<file path="src/rtl/ivl_pkg.sv">
package ivl_pkg;

   typedef enum logic [1:0] {
      POL_MEAN  = 2'd0,
      POL_HALF  = 2'd1,
      POL_3Q    = 2'd2,
      POL_FIRST = 2'd3
   } ivl_policy_e;

   localparam int unsigned IVL_GUARD_BITS = 2;

endpackage

</file>
<file path="src/rtl/ivl_pair_mean.sv">
module ivl_pair_mean #(
   parameter int unsigned W = 6
) (
   input  logic [W-1:0] val_x,
   input  logic [W-1:0] val_y,
   output logic [W-1:0] mean_out
);
   localparam int unsigned SUM_W = W + 1;

   logic [SUM_W-1:0] pair_sum;

   always_comb begin
      pair_sum = {1'b0, val_x} + {1'b0, val_y};
      mean_out = pair_sum[SUM_W-1:1];
   end

endmodule

</file>
<file path="src/rtl/ivl_smoother.sv">
module ivl_smoother #(
   parameter int unsigned W     = 6,
   parameter int unsigned NEW_Q = 2
) (
   input  logic [W-1:0] fresh,
   input  logic [W-1:0] prior,
   output logic [W-1:0] blended
);
   localparam int unsigned G     = ivl_pkg::IVL_GUARD_BITS;
   localparam int unsigned SUM_W = W + G;

   logic [SUM_W-1:0] f_ext;
   logic [SUM_W-1:0] p_ext;
   logic [SUM_W-1:0] wsum;

   assign f_ext = {{G{1'b0}}, fresh};
   assign p_ext = {{G{1'b0}}, prior};

   if (NEW_Q < 1 || NEW_Q > 3) begin : g_bad_weight
      $error("ivl_smoother: NEW_Q must be 1, 2 or 3");
   end

   if (NEW_Q == 1) begin : g_q1
      assign wsum = f_ext + (p_ext << 1) + p_ext;
   end else if (NEW_Q == 2) begin : g_q2
      assign wsum = (f_ext << 1) + (p_ext << 1);
   end else begin : g_q3
      assign wsum = (f_ext << 1) + f_ext + p_ext;
   end

   assign blended = wsum[SUM_W-1:G];

endmodule

</file>
<file path="src/rtl/ivl_subpred_update.sv">
module ivl_subpred_update #(
   parameter int unsigned IVL_W     = 6,
   parameter int unsigned LO_NEW_Q  = 2,
   parameter int unsigned HI_NEW_Q  = 3
) (
   input  logic             clk,
   input  logic             rst_n,
   input  logic             upd_en,
   input  logic             alloc_en,
   input  logic [1:0]       mode_sel,
   input  logic [IVL_W-1:0] obs_ivl,
   input  logic [IVL_W-1:0] old_a,
   input  logic [IVL_W-1:0] old_b,
   output logic [IVL_W-1:0] new_a,
   output logic [IVL_W-1:0] new_b,
   output logic [IVL_W-1:0] sub_pred,
   output logic             wr_out
);
   import ivl_pkg::*;

   localparam int unsigned N_SMOOTH = 2;

   if (IVL_W < 2 || IVL_W > 16) begin : g_bad_width
      $error("ivl_subpred_update: IVL_W must lie in 2..16");
   end
   if (LO_NEW_Q >= HI_NEW_Q) begin : g_bad_order
      $error("ivl_subpred_update: LO_NEW_Q must be below HI_NEW_Q");
   end

   ivl_policy_e      pol;
   logic [IVL_W-1:0] smooth [N_SMOOTH];
   logic [IVL_W-1:0] nxt_a;
   logic [IVL_W-1:0] nxt_b;
   logic [IVL_W-1:0] nxt_mean;
   logic [IVL_W-1:0] nxt_pred;
   logic             strobe;
   logic             primed;

   assign pol    = ivl_policy_e'(mode_sel);
   assign strobe = upd_en | alloc_en;

   for (genvar gi = 0; gi < N_SMOOTH; gi++) begin : g_smooth
      ivl_smoother #(
         .W     (IVL_W),
         .NEW_Q ((gi == 0) ? LO_NEW_Q : HI_NEW_Q)
      ) u_smooth (
         .fresh   (obs_ivl),
         .prior   (old_a),
         .blended (smooth[gi])
      );
   end

   always_comb begin
      nxt_a = old_a;
      nxt_b = old_b;
      if (alloc_en) begin
         nxt_a = obs_ivl;
         nxt_b = obs_ivl;
      end else if (upd_en) begin
         unique case (pol)
            POL_MEAN: begin
               nxt_a = obs_ivl;
               nxt_b = old_a;
            end
            POL_HALF:  nxt_a = smooth[0];
            POL_3Q:    nxt_a = smooth[1];
            POL_FIRST: nxt_a = old_a;
            default:   nxt_a = old_a;
         endcase
      end
   end

   ivl_pair_mean #(.W(IVL_W)) u_mean (
      .val_x    (nxt_a),
      .val_y    (nxt_b),
      .mean_out (nxt_mean)
   );

   assign nxt_pred = (pol == POL_MEAN) ? nxt_mean : nxt_a;

   always_ff @(posedge clk) begin
      if (!rst_n) begin
         new_a    <= '0;
         new_b    <= '0;
         sub_pred <= '0;
         wr_out   <= 1'b0;
         primed   <= 1'b0;
      end else begin
         new_a    <= nxt_a;
         new_b    <= nxt_b;
         sub_pred <= nxt_pred;
         wr_out   <= strobe;
         primed   <= 1'b1;
      end
   end

   // Strobe timing
   assert_wr_timing_R1: assert property (@(posedge clk) disable iff (!rst_n)
      primed |-> (wr_out == ($past(upd_en) || $past(alloc_en))));

   // Idle cycles pass the fields through
   assert_idle_hold_R2: assert property (@(posedge clk) disable iff (!rst_n)
      primed && !$past(upd_en) && !$past(alloc_en)
      |-> (new_a == $past(old_a)) && (new_b == $past(old_b)));

   // Allocation seeds both fields
   assert_alloc_seed_R3: assert property (@(posedge clk) disable iff (!rst_n)
      primed && $past(alloc_en)
      |-> (new_a == $past(obs_ivl)) && (new_b == $past(obs_ivl)) && (sub_pred == $past(obs_ivl)));

   // Keep-first freezes the entry
   assert_keep_frozen_R7: assert property (@(posedge clk) disable iff (!rst_n)
      primed && $past(upd_en) && !$past(alloc_en) && ($past(mode_sel) == 2'd3)
      |-> (new_a == $past(old_a)) && (new_b == $past(old_b)));

   // Non-mean policies forecast field A
   assert_pred_is_a_R8: assert property (@(posedge clk) disable iff (!rst_n)
      primed && ($past(mode_sel) != 2'd0) |-> (sub_pred == new_a));

   // Smoothing stays between its inputs
   assert_smooth_bounded_R10: assert property (@(posedge clk) disable iff (!rst_n)
      primed && $past(upd_en) && !$past(alloc_en)
      && (($past(mode_sel) == 2'd1) || ($past(mode_sel) == 2'd2))
      |-> ((new_a >= $past(old_a)) || (new_a >= $past(obs_ivl)))
       && ((new_a <= $past(old_a)) || (new_a <= $past(obs_ivl))));

endmodule

</file>
<file path="config.mk">
export PLATFORM = sky130hd
export DESIGN_NAME = ivl_subpred_update
export DESIGN_NICKNAME = d
export VERILOG_FILES = /design/src/rtl/ivl_pkg.sv /design/src/rtl/ivl_pair_mean.sv /design/src/rtl/ivl_smoother.sv /design/src/rtl/ivl_subpred_update.sv
export SDC_FILE = /design/constraint.sdc
export NUM_CORES = 1
export LEC_CHECK = 0
export ABC_AREA = 0
export BUFFER_PORTS_ARGS = -buffer_cell sky130_fd_sc_hd__buf_2
export CORE_MARGIN = 4
export CORE_UTILIZATION = 38
export DETAILED_ROUTE_END_ITERATION = 10
export PLACE_DENSITY = 0.7
export SETUP_SLACK_MARGIN = 0.3
export SLEW_MARGIN = 5
export SYNTH_ARGS = -nofsm -noshare
export SYNTH_HDL_FRONTEND = slang
export SYNTH_SLANG_ARGS = --single-unit
</file>
<file path="constraint.sdc">
create_clock -name clk -period 4.7 [get_ports clk]
set_clock_uncertainty 0.2 [all_clocks]
set_input_delay 0.47 -clock clk [delete_from_list [all_inputs] [get_ports clk]]
set_output_delay 0.47 -clock clk [all_outputs]
set_load 0.05 [all_outputs]
</file>
## After elaboration in Yosys (flattened, before gate mapping)

Index checks and enable logic that the tools add are counted.

- Register bits after elaboration: 19
- Bits of input ports: 24
- Output and inout port bits: 19

- Add/sub/neg operators: 4
- Eq/ne operators: 3
- Multiplexer cells: 7
- Bitwise gates (word level): 1
- Reductions and logical operators: 1

Operators with widths:

| cell | number |
|---|---|
| $mux 6 | 6 |
| $pmux 6 s4 | 1 |
| $add 7x6->8 | 1 |
| $add 7x7->8 | 1 |
| $add 8x6->8 | 1 |
| $add 6x6->7 | 1 |
| $eq 2x2->1 const B | 2 |
| $eq 2x1->1 const B | 1 |
| $logic_not 2->1 | 1 |
| $or 1x1->1 | 1 |

## Depth between registers and ports, before layout

Gate-level depths: netlist of the first run.

- Word-level depth: 7
- Depth in mapped cells: 16
- Gate-level depth less buffers: 16

## Hierarchy

From an unflattened synthesis of the first run, not the netlist that was laid out.

- Cells, all modules: 229
- Area, all modules: 1904.3 µm²

By module, submodules not included:

| module | instances | cells an instance | area an instance (µm²) | seq. area each (µm²) |
|---|---|---|---|---|
| ivl_subpred_update | 1 | 127 | 1064.8 | 380.4 |
| ivl_smoother (g_smooth[1].u_smooth) | 1 | 39 | 366.6 | 0.0 |
| ivl_smoother (g_smooth[0].u_smooth) | 1 | 32 | 240.2 | 0.0 |
| ivl_pair_mean | 1 | 31 | 232.7 | 0.0 |

## Worst setup path after synthesis of the first run

OpenSTA, ideal clock, no wires.

- Path type: input to register
- Start: input port obs_ivl[1]
- End: register sub_pred[4]
- Arrival time: 3.744 ns
- Required time: 4.369 ns
- Slack: 0.625 ns
- Stages on the path: 16
- Buffers on the path: 0
- Cell sequence: fa_1 > inv_1 > fa_1 > nor2b_1 > o21ai_0 > a21oi_1 > o21ai_0 > o311ai_0 > inv_1 > ha_1 > a31o_2 > a2111oi_0 > o41ai_2 > a21o_1 > nand3_1 > a21oi_2

- Cells in the longest elaborated chain, start to end: 7
- Elaborated cells on any way between the ends: 9

RTL lines:

| what | RTL line | text |
|---|---|---|
| start, declared | ivl_subpred_update.sv:11 | `input logic [IVL_W-1:0] obs_ivl,` |
| $add 7x6->8 | ivl_smoother.sv:28 | `assign wsum = (f_ext << 1) + f_ext + p_ext;` |
| $add 8x6->8 | ivl_smoother.sv:28 |  |
| $pmux 6 s4 | ivl_subpred_update.sv:60 | `unique case (pol)` |
| $mux 6 | ivl_subpred_update.sv:59 | `end else if (upd_en) begin` |
| $mux 6 (*) | ivl_subpred_update.sv:56 | `if (alloc_en) begin` |
| net nxt_a[1] | ivl_subpred_update.sv:32 | `logic [IVL_W-1:0] nxt_a;` |
| $add 6x6->7 (*) | ivl_pair_mean.sv:13 | `pair_sum = {1'b0, val_x} + {1'b0, val_y};` |
| $mux 6 (*) | ivl_subpred_update.sv:79 | `assign nxt_pred = (pol == POL_MEAN) ? nxt_mean : nxt_a;` |
| end signal, assigned | ivl_subpred_update.sv:91 | `sub_pred <= nxt_pred;` |
| end, declared | ivl_subpred_update.sv:16 | `output logic [IVL_W-1:0] sub_pred,` |

The timed path passes the listed nets; every way through them passes the cells marked *.
A chain may end at the register's enable or synchronous reset.

## Final worst setup path of the first run

- Start: input port obs_ivl[0]
- End: register sub_pred[4]

- Cells in the longest elaborated chain, start to end: 7
- Elaborated cells on any way between the ends: 9

RTL lines:

| what | RTL line |
|---|---|
| $add 7x6->8 | ivl_smoother.sv:28 |
| $add 8x6->8 | ivl_smoother.sv:28 |
| $pmux 6 s4 (*) | ivl_subpred_update.sv:60 |
| $mux 6 (*) | ivl_subpred_update.sv:59 |
| $mux 6 (*) | ivl_subpred_update.sv:56 |
| net nxt_a[1] | ivl_subpred_update.sv:32 |
| $add 6x6->7 (*) | ivl_pair_mean.sv:13 |
| $mux 6 (*) | ivl_subpred_update.sv:79 |

Marked as above.

==> flow_summary.ini, run 1 <==
[global_routing]
grt_pass1_wl_um = 7900
grt_overflow = 0
grt_max_degree = 20
antenna_found_initial = 0
grt_use_total_pct = 16.31
grt_pass1_vias = 1660

[yosys]
synth_cell_type_count = 51
postSynthCellCount = 218
synth_most_common_cell = dfxtp_1
synth_edf_count = 0
yosys_warnings = 0
synth-seq-cells = 19
netlist_top_cells_count = dfxtp_1, a21oi_1, nand2_1
synth_area_per_cell_um2 = 8.202
synthTopCellsByArea = dfxtp_1, ha_1, fa_1
synth_top_cell_by_area = dfxtp_1
synth_top_area_share_pct = 21.27
ys_seq_area_share_pct = 21.27
synth_nets = 265
synth_ff_type = dfxtp_1
ys_async_sr_fraction_pct = 0
netlist_area_um2 = 1788

[placed_design]
dp_cells = 304
dp_hpwl_um = 3668
io_buffers = 42
gp_congestion = 0.9089

[layout]
nets = 304
area_growth_pct = 15.96
nFillCells = 462
antenna_cells = 0
fin_cells = 308
layout-drive-gt1-share_pct = 20.70

[setup_path]
startpoint = obs_ivl[0]
cpLargestDelayFamily = compound AO/OA/AOI/OAI gates
criticalPathCategory = primary input to flop
crit_fanout = 8
path_cells = buf_2 -> fa_1 -> nand3_1 -> fa_1 -> nor2b_1 -> o21ai_0 -> a21oi_1 -> o21ai_0 -> o311ai_0 -> inv_1 -> ha_1 -> a31o_2 -> a2111oi_0 -> o41ai_2 -> a21o_1 -> nand3_1 -> a21oi_2
worst-path-buf-inv = 2
cp_data_arrival_time_ns = 4.10
critPathMaxStageDelay_ns = 0.56
crit_required_ns = 4.64
endpoint_kind = flop
critPathLaunchType = primary input
cpMaxStageDelayCell = fa_1

[power_and_ir_drop]
power_leakage_uw = 0.0009761
ir_drop_mv = 0.1895
power.density_nw_per_um2 = 279.3

[floorplanning]
dieHeight_um = 76.60
core_um2 = 4444
start_util_pct = 40.23
die_w_um = 76.60
rows = 24
die_area_um2 = 5867
num_io_pins = 43

[min_path]
hp-start = rst_n
hold_class = primary input to flop
whs_endpoint = new_a[5]$_SDFF_PN0_
hold_depth = 2

[routing]
ant_nets = 0
wirelength_um = 4580
via_count = 1728
first_pass_iters = 4
vias_per_cell = 5.610
drt-initial-drc-count = 115
wl_per_cell_um = 14.87
drc_errors = 0

[clock_network]
htreeDepth = 1
cts_setup_buffers = 0
cts_hold_buffers = 0
cts.sinks = 19
clkTransAtPathRegs_ns = 0.07
tritoncts = done
cts_root_buffer = clkbuf_8
cts_resized = 0
clockBufferDepth = 2
cts_inserted_buffers = 3

[sta]
final-setup-viol-count = 0
period_minus_slack_ns = 4.167
drv_slew = 0
finalCritPeriodShare_pct = 88.65
rsz0062_at_grt = no
tns_ns = 0
slew_headroom_pct = 62.03
max_freq_mhz = 240.0
hold_viol_final = 0
worst_pin_slew_ns = 0.5552

[outcome]
status = completed

[flow_run]
drv_cap = 0
flip-flops by register name, summed over array words and instances (netlist names):
name / cells
new_a: 6
new_b: 6
sub_pred: 6
wr_out: 1
where the power goes:
group | switching [µW] | internal, µW
registers | 3.33 | 176
logic | 181 | 105
clock network | 54.7 | 59.0
routing by layer:
metal	track usage, %	vias up	share of wire (%)
li1	-	869	-
met1	23.11	797	49
met2	25.31	62	44
met3	4.374	0	7.1
met4	2.174	0	0
met5	0	-	0
how the worst max path moves through the flow:
stage	endpoint	cells past startpoint	slack (ns)
global route	sub_pred[4]$_SDFF_PN0_	17	0.41
floorplan	sub_pred[4]$_SDFF_PN0_	16	0.63
global placement	sub_pred[4]$_SDFF_PN0_	17	0.49
finish	sub_pred[4]$_SDFF_PN0_	17	0.53
detailed placement	sub_pred[4]$_SDFF_PN0_	17	0.28
CTS	sub_pred[4]$_SDFF_PN0_	17	0.55
layout by cell type (no fill, tap or decap), types with 3 or more instances in the layout:
cell type and count:
o211a_1 4, ha_1 15, dfxtp_1 19, o21ai_0 12, nor2b_1 9, a21oi_1 16, fa_1 8, a211oi_1 3
clkbuf_8 3, buf_2 42, nor3_1 10, o31ai_1 3, nor2_1 13, nand3_1 5, a21o_1 3, o21a_1 9
and2_1 5, nand2_1 16, a21boi_0 3, inv_1 14, nand2b_1 3, mux2i_1 3
final cells by class:
type,instances,area (µm²),share of cell area [%]
tap,52,65.06,3.138
clock buffer,3,41.29,1.992
multi-input combinational,175,1308,63.07
inverter,15,56.30,2.716
clock inverter,1,5.005,0.2414
sequential,19,380.4,18.35
timing repair buffer,43,217.7,10.50
kinds of logic after synthesis:
| logic type | share of synthesized area, % |
|---|---|
| mux | 1.680 |
| fa+ha+maj | 19.45 |
| flops | 21.27 |
| simple gates | 21.06 |
| compound gates | 28.97 |
| xor+xnor | 1.960 |
| buf+inv | 5.598 |
stage by stage:
step                      power (µW)  utilization, %  hold slack [ns]  instance area (µm²)  setup WS, ns
after floorplan                398.3               -           0.4262                 1788        0.6251
after global placement         463.1           45.61           0.6044                 2027        0.4927
after detailed placement       466.3           45.61           0.6012                 2027        0.2779
after CTS                      583.0           46.65           0.3332                 2073        0.5521
after global routing           626.0           46.65           0.3342                 2073        0.4060
final                          579.1           46.65           0.3423                 2073        0.5332
Note: power is estimated with default switching activity, not from simulation.
==> run 2, diff against run 1 <==
SYNTH_HIERARCHICAL = 1   (was unset)
==> run 2 against run 1 <==
Effect of this change: hold slack got worse by 0.0037 ns; sequential power barely moved; maximum frequency rose by 2.4%; sequential share of layout area fell by 0.91 points; via count rose by 4.7%; count of clock-buffer cells in the layout rose by 1; combinational power rose by 7.3%; first-iteration DRC count fell by 35%; cell count rose by 7.5%; critical path depth rose by 1; largest power group unchanged; highest routed layer is now met4.
==> flow_summary.ini, run 2 <==
[sta]
period_minus_slack_ns = 4.069
rsz0062_at_grt = no
worst_pin_slew_ns = 0.7601
slew_headroom_pct = 49.33
finalCritPeriodShare_pct = 86.58
tns_ns = 0
hold_viol_final = 0
drv_slew = 0
final-setup-viol-count = 0
max_freq_mhz = 245.7

[yosys]
synth-seq-cells = 19
postSynthCellCount = 229
synth_cell_type_count = 43
synth_most_common_cell = a21oi_1
synthTopCellsByArea = dfxtp_1, ha_1, fa_1
synth_nets = 276
ys_seq_area_share_pct = 19.97
netlist_top_cells_count = a21oi_1, o21ai_0, dfxtp_1
yosys_warnings = 6
synth_ff_type = dfxtp_1
synth_edf_count = 0
synth_top_cell_by_area = dfxtp_1
netlist_area_um2 = 1904
ys_async_sr_fraction_pct = 0
synth_area_per_cell_um2 = 8.316
synth_top_area_share_pct = 19.97

[floorplanning]
num_io_pins = 43
dieHeight_um = 78.79
die_area_um2 = 6208
rows = 25
core_um2 = 4786
start_util_pct = 39.79
die_w_um = 78.79

[routing]
drt-initial-drc-count = 75
ant_nets = 0
wl_per_cell_um = 14.17
via_count = 1809
wirelength_um = 4691
drc_errors = 0
first_pass_iters = 4
vias_per_cell = 5.465

[setup_path]
crit_required_ns = 4.59
critPathLaunchType = primary input
cp_data_arrival_time_ns = 3.96
crit_fanout = 9
endpoint_kind = flop
criticalPathCategory = primary input to flop

[global_routing]
grt_use_total_pct = 15.68
globalRouteMet1Util_pct = 21.53
grt_pass1_wl_um = 7983
grtUsageMet2_pct = 26.06
grt_busiest_layer = met2
antenna_found_initial = 0
met3_usage_pct = 3.401
grt_max_degree = 28
grt_overflow = 0
grt_pass1_vias = 1686

[placed_design]
gp_congestion = 0.7943
dp_hpwl_um = 3584
dpl_cell_area_um2 = 2130
dp_cells = 327
io_buffers = 42

[min_path]
hp-start = old_b[0]
whs_endpoint = new_b[0]$_SDFF_PN0_
hold_class = primary input to flop
hold_depth = 3

[clock_network]
clockBufferDepth = 2
cts_root_buffer = clkbuf_8
clkTransAtPathRegs_ns = 0.07
cts.sinks = 19
tritoncts = done
cts_hold_buffers = 0
htreeDepth = 1
cts_inserted_buffers = 3

[layout]
nets = 312
final_cell_mix = buf_2, a21oi_1, o21ai_0
final_common_cell = buf_2
reg_top3 = new_a: 6 flops, new_b: 6 flops, sub_pred: 6 flops
design_area_um2 = 2181
antenna_cells = 0
fin_cells = 331
layout-drive-gt1-share_pct = 21.97
area_growth_pct = 14.52
nFillCells = 486

[power_and_ir_drop]
ir_drop_mv = 0.1349
power.density_nw_per_um2 = 274.2
clkPwrFrac_pct = 18.9
p_sw_uw = 245.7
p_seq_share_pct = 29.8
swShare_pct = 41.07
p_comb_share_pct = 51.4
power_leakage_uw = 0.0009503
intPower_uw = 352.4

[outcome]
status = completed

[flow_run]
drv_cap = 0
[run 2: how the worst max path moves through the flow]
| stage | startpoint | endpoint | depth (start not counted) |
|---|---|---|---|
| floorplan | obs_ivl[0] | sub_pred[5]$_SDFF_PN0_ | 17 |
| global placement | obs_ivl[1] | sub_pred[5]$_SDFF_PN0_ | 18 |
| detailed placement | obs_ivl[1] | sub_pred[5]$_SDFF_PN0_ | 18 |
| CTS | obs_ivl[1] | sub_pred[5]$_SDFF_PN0_ | 18 |
| global route | obs_ivl[0] | sub_pred[5]$_SDFF_PN0_ | 18 |
| finish | obs_ivl[1] | sub_pred[5]$_SDFF_PN0_ | 18 |
[run 2: cells by family (layout without fill, tap and decap cells)]
logic type                 after synthesis  count (layout)  share of synthesized area, %
AOI/OAI and AO/OA                       92              92                         30.03
DFF                                     19              19                         19.97
and+or+nand+nor                         47              47                         14.26
xor gates and xnor gates                 6               6                         2.760
buffers and inverters                   28              63                         6.964
muxes                                   14              14                         7.753
adders and majority gates               23              23                         18.27
[run 2: stage by stage]
step           hold WS [ns]  power (µW)  worst slack [ns]  utilization, %
5_1_grt              0.3495       647.2            0.3404           45.57
4_1_cts              0.3370       598.0            0.5817           45.44
6_report             0.3386       598.1            0.6307           45.57
3_5_place_dp         0.6006       483.4            0.3405           44.50
3_3_place_gp         0.5977       481.0            0.3454           44.50
2_1_floorplan        0.4489       420.6            0.9154               -
[run 2: metal layers]
metal,vias up,wire (µm)
met5,-,0
met4,0,18
met3,2,269
met2,56,2062
met1,830,2341
li1,921,-
[run 2: power groups by stage]
stage               Sequential, µW  Combinational (µW)  Clock (µW)
floorplan                      233                 188           0
global placement               182                 299           0
detailed placement             182                 302           0
CTS                            178                 304         115
global route                   179                 341         127
finish                         178                 307         113
[run 2: timing repair]
item                                    CTS  global route
buffers inserted                          0             0
endpoints found under the setup margin    0             1
gates resized for setup                   0             1
[run 2: layout make-up]
cell class	instances	area (µm²)	area share (%)
multi-input cells	182	1398	64.08
flip-flops and latches	19	380.4	17.44
repair buffers	42	210.2	9.639
well taps	67	83.83	3.844
inverters	17	63.81	2.926
clock buffers	4	45.04	2.065
[run 2: worst max-delay path, stage by stage]
cell and delay (ns):
buf_2 0.19, inv_1 0.08, fa_1 0.44, nand3b_1 0.22, fa_1 0.43, nor2b_1 0.18, o31a_1 0.18, a21oi_1 0.05
mux2_2 0.27, o221ai_2 0.19, o21ai_0 0.13, ha_1 0.38, o21a_1 0.20, o31a_1 0.12, o21ai_1 0.13, nand2b_1 0.06
o21ai_0 0.16, a31oi_1 0.08
==> run 3, diff against run 2 <==
RECOVER_POWER = 25   (was unset)
==> run 3 against run 2 <==
Effect of this change: utilization shrank 0.24 points; setup slack lost 0.0021 ns; maximum frequency is essentially flat; first-iteration DRC count is the same; critical endpoint unchanged; largest cell class unchanged; highest routed layer unchanged.
==> flow_summary.ini, run 3 (synthesis results as in run 2) <==
[min_path]
hold_class = primary input to flop
whs_endpoint = new_b[0]$_SDFF_PN0_
hold_depth = 3
hp-start = old_b[0]

[outcome]
status = completed

[floorplanning]
core_um2 = 4786
rows = 25
die_area_um2 = 6208
start_util_pct = 39.79
num_io_pins = 43
dieHeight_um = 78.79
die_w_um = 78.79

[routing]
vias_per_cell = 5.489
via_count = 1817
ant_nets = 0
first_pass_iters = 4
drc_errors = 0
wirelength_um = 4716
drt-initial-drc-count = 75
wl_per_cell_um = 14.25

[setup_path]
cpLargestDelayFamily = adder cells
cp.depth = 18
endpoint_kind = flop
crit_required_ns = 4.59
cpMaxStageDelayCell = fa_1
worst-path-buf-inv = 2
critPathLaunchType = primary input
crit_fanout = 9
critPathMaxStageDelay_ns = 0.44
cp_data_arrival_time_ns = 3.96
path_cells = buf_2 -> inv_1 -> fa_1 -> nand3b_1 -> fa_1 -> nor2b_1 -> o31a_1 -> a21oi_1 -> mux2_2 -> o221ai_2 -> o21ai_0 -> ha_1 -> o21a_1 -> o31a_1 -> o21ai_1 -> nand2b_1 -> o21ai_0 -> a31oi_1
criticalPathCategory = primary input to flop

[power_and_ir_drop]
power_leakage_uw = 0.0009192
ir_drop_mv = 0.1349
power.density_nw_per_um2 = 275.1

[layout]
final_common_cell = buf_2
area_growth_pct = 13.93
design_area_um2 = 2170
layout-drive-gt1-share_pct = 18.56
final_cell_mix = buf_2, a21oi_1, o21ai_0
nets = 312
reg_top3 = new_a: 6 flops, new_b: 6 flops, sub_pred: 6 flops
nFillCells = 492
antenna_cells = 0

[sta]
rsz0062_at_grt = no
max_freq_mhz = 245.6
slew_headroom_pct = 24.94
drv_slew = 0
finalCritPeriodShare_pct = 86.62
hold_viol_final = 0
tns_ns = 0
final-setup-viol-count = 0
period_minus_slack_ns = 4.071
worst_pin_slew_ns = 1.126

[placed_design]
dpl_cell_area_um2 = 2130
io_buffers = 42
gp_congestion = 0.7943
dp_hpwl_um = 3584

[global_routing]
grt_pass1_vias = 1686
grt_overflow = 0
grt_use_total_pct = 15.68
grt_pass1_wl_um = 7983
antenna_found_initial = 0
grt_max_degree = 28

[clock_network]
tritoncts = done
cts_root_buffer = clkbuf_8
clkTransAtPathRegs_ns = 0.07
clockBufferDepth = 2
htreeDepth = 1
cts_setup_buffers = 0
cts.sinks = 19
cts_hold_buffers = 0
cts_inserted_buffers = 3

[flow_run]
drv_cap = 0
run 3: final cells by class:
type	count	area, µm²	share of cell area [%]
clock buffers	4	45.04	2.076
repair buffers	42	198.9	9.170
well taps	67	83.83	3.864
inverters	17	63.81	2.941
multi-input cells	182	1398	64.42
flip-flops and latches	19	380.4	17.53
run 3: repair_timing:
item,4_1_cts,5_1_grt
setup endpoints to repair,0,1
endpoints found under the hold margin,0,0
gates resized for setup,0,1
run 3: through the flow:
step	power, µW	hold WS, ns	utilization (%)	cells	setup WS (ns)
2_1_floorplan	420.6	0.4489	-	229	0.9154
3_3_place_gp	481.0	0.5977	44.50	327	0.3454
3_5_place_dp	483.4	0.6006	44.50	327	0.3405
4_1_cts	598.0	0.3370	45.44	331	0.5817
5_1_grt	645.6	0.3506	45.33	331	0.3392
6_report	596.8	0.3388	45.33	331	0.6287
run 3: report_power, final:
part	switching, µW	internal, µW	total (µW)	leakage (µW)
sequential	3.08	175	178	0.000158
clock	52.6	60.2	113	0.0000228
combinational	191	115	306	0.000738
run 3: metal layers:
| metal | vias to the layer above | track usage, % | part of all wire (%) |
|---|---|---|---|
| met5 | - | 0 | 0 |
| met4 | 0 | 1.573 | 0.38 |
| met3 | 2 | 3.401 | 5.8 |
| met2 | 54 | 26.06 | 44 |
| met1 | 840 | 21.53 | 50 |
| li1 | 921 | - | - |
run 3: worst max path at each step:
stage | endpoint | start | slack, ns
after floorplan | sub_pred[5]$_SDFF_PN0_ | obs_ivl[0] | 0.92
after global placement | sub_pred[5]$_SDFF_PN0_ | obs_ivl[1] | 0.35
after detailed placement | sub_pred[5]$_SDFF_PN0_ | obs_ivl[1] | 0.34
after CTS | sub_pred[5]$_SDFF_PN0_ | obs_ivl[1] | 0.58
after global routing | sub_pred[5]$_SDFF_PN0_ | obs_ivl[0] | 0.34
final | sub_pred[5]$_SDFF_PN0_ | obs_ivl[1] | 0.63
run 3: tightest hold or removal path, cell delays in order:
cell	delay [ns]
buf_2	0.08
mux2i_1	0.07
a21oi_1	0.13
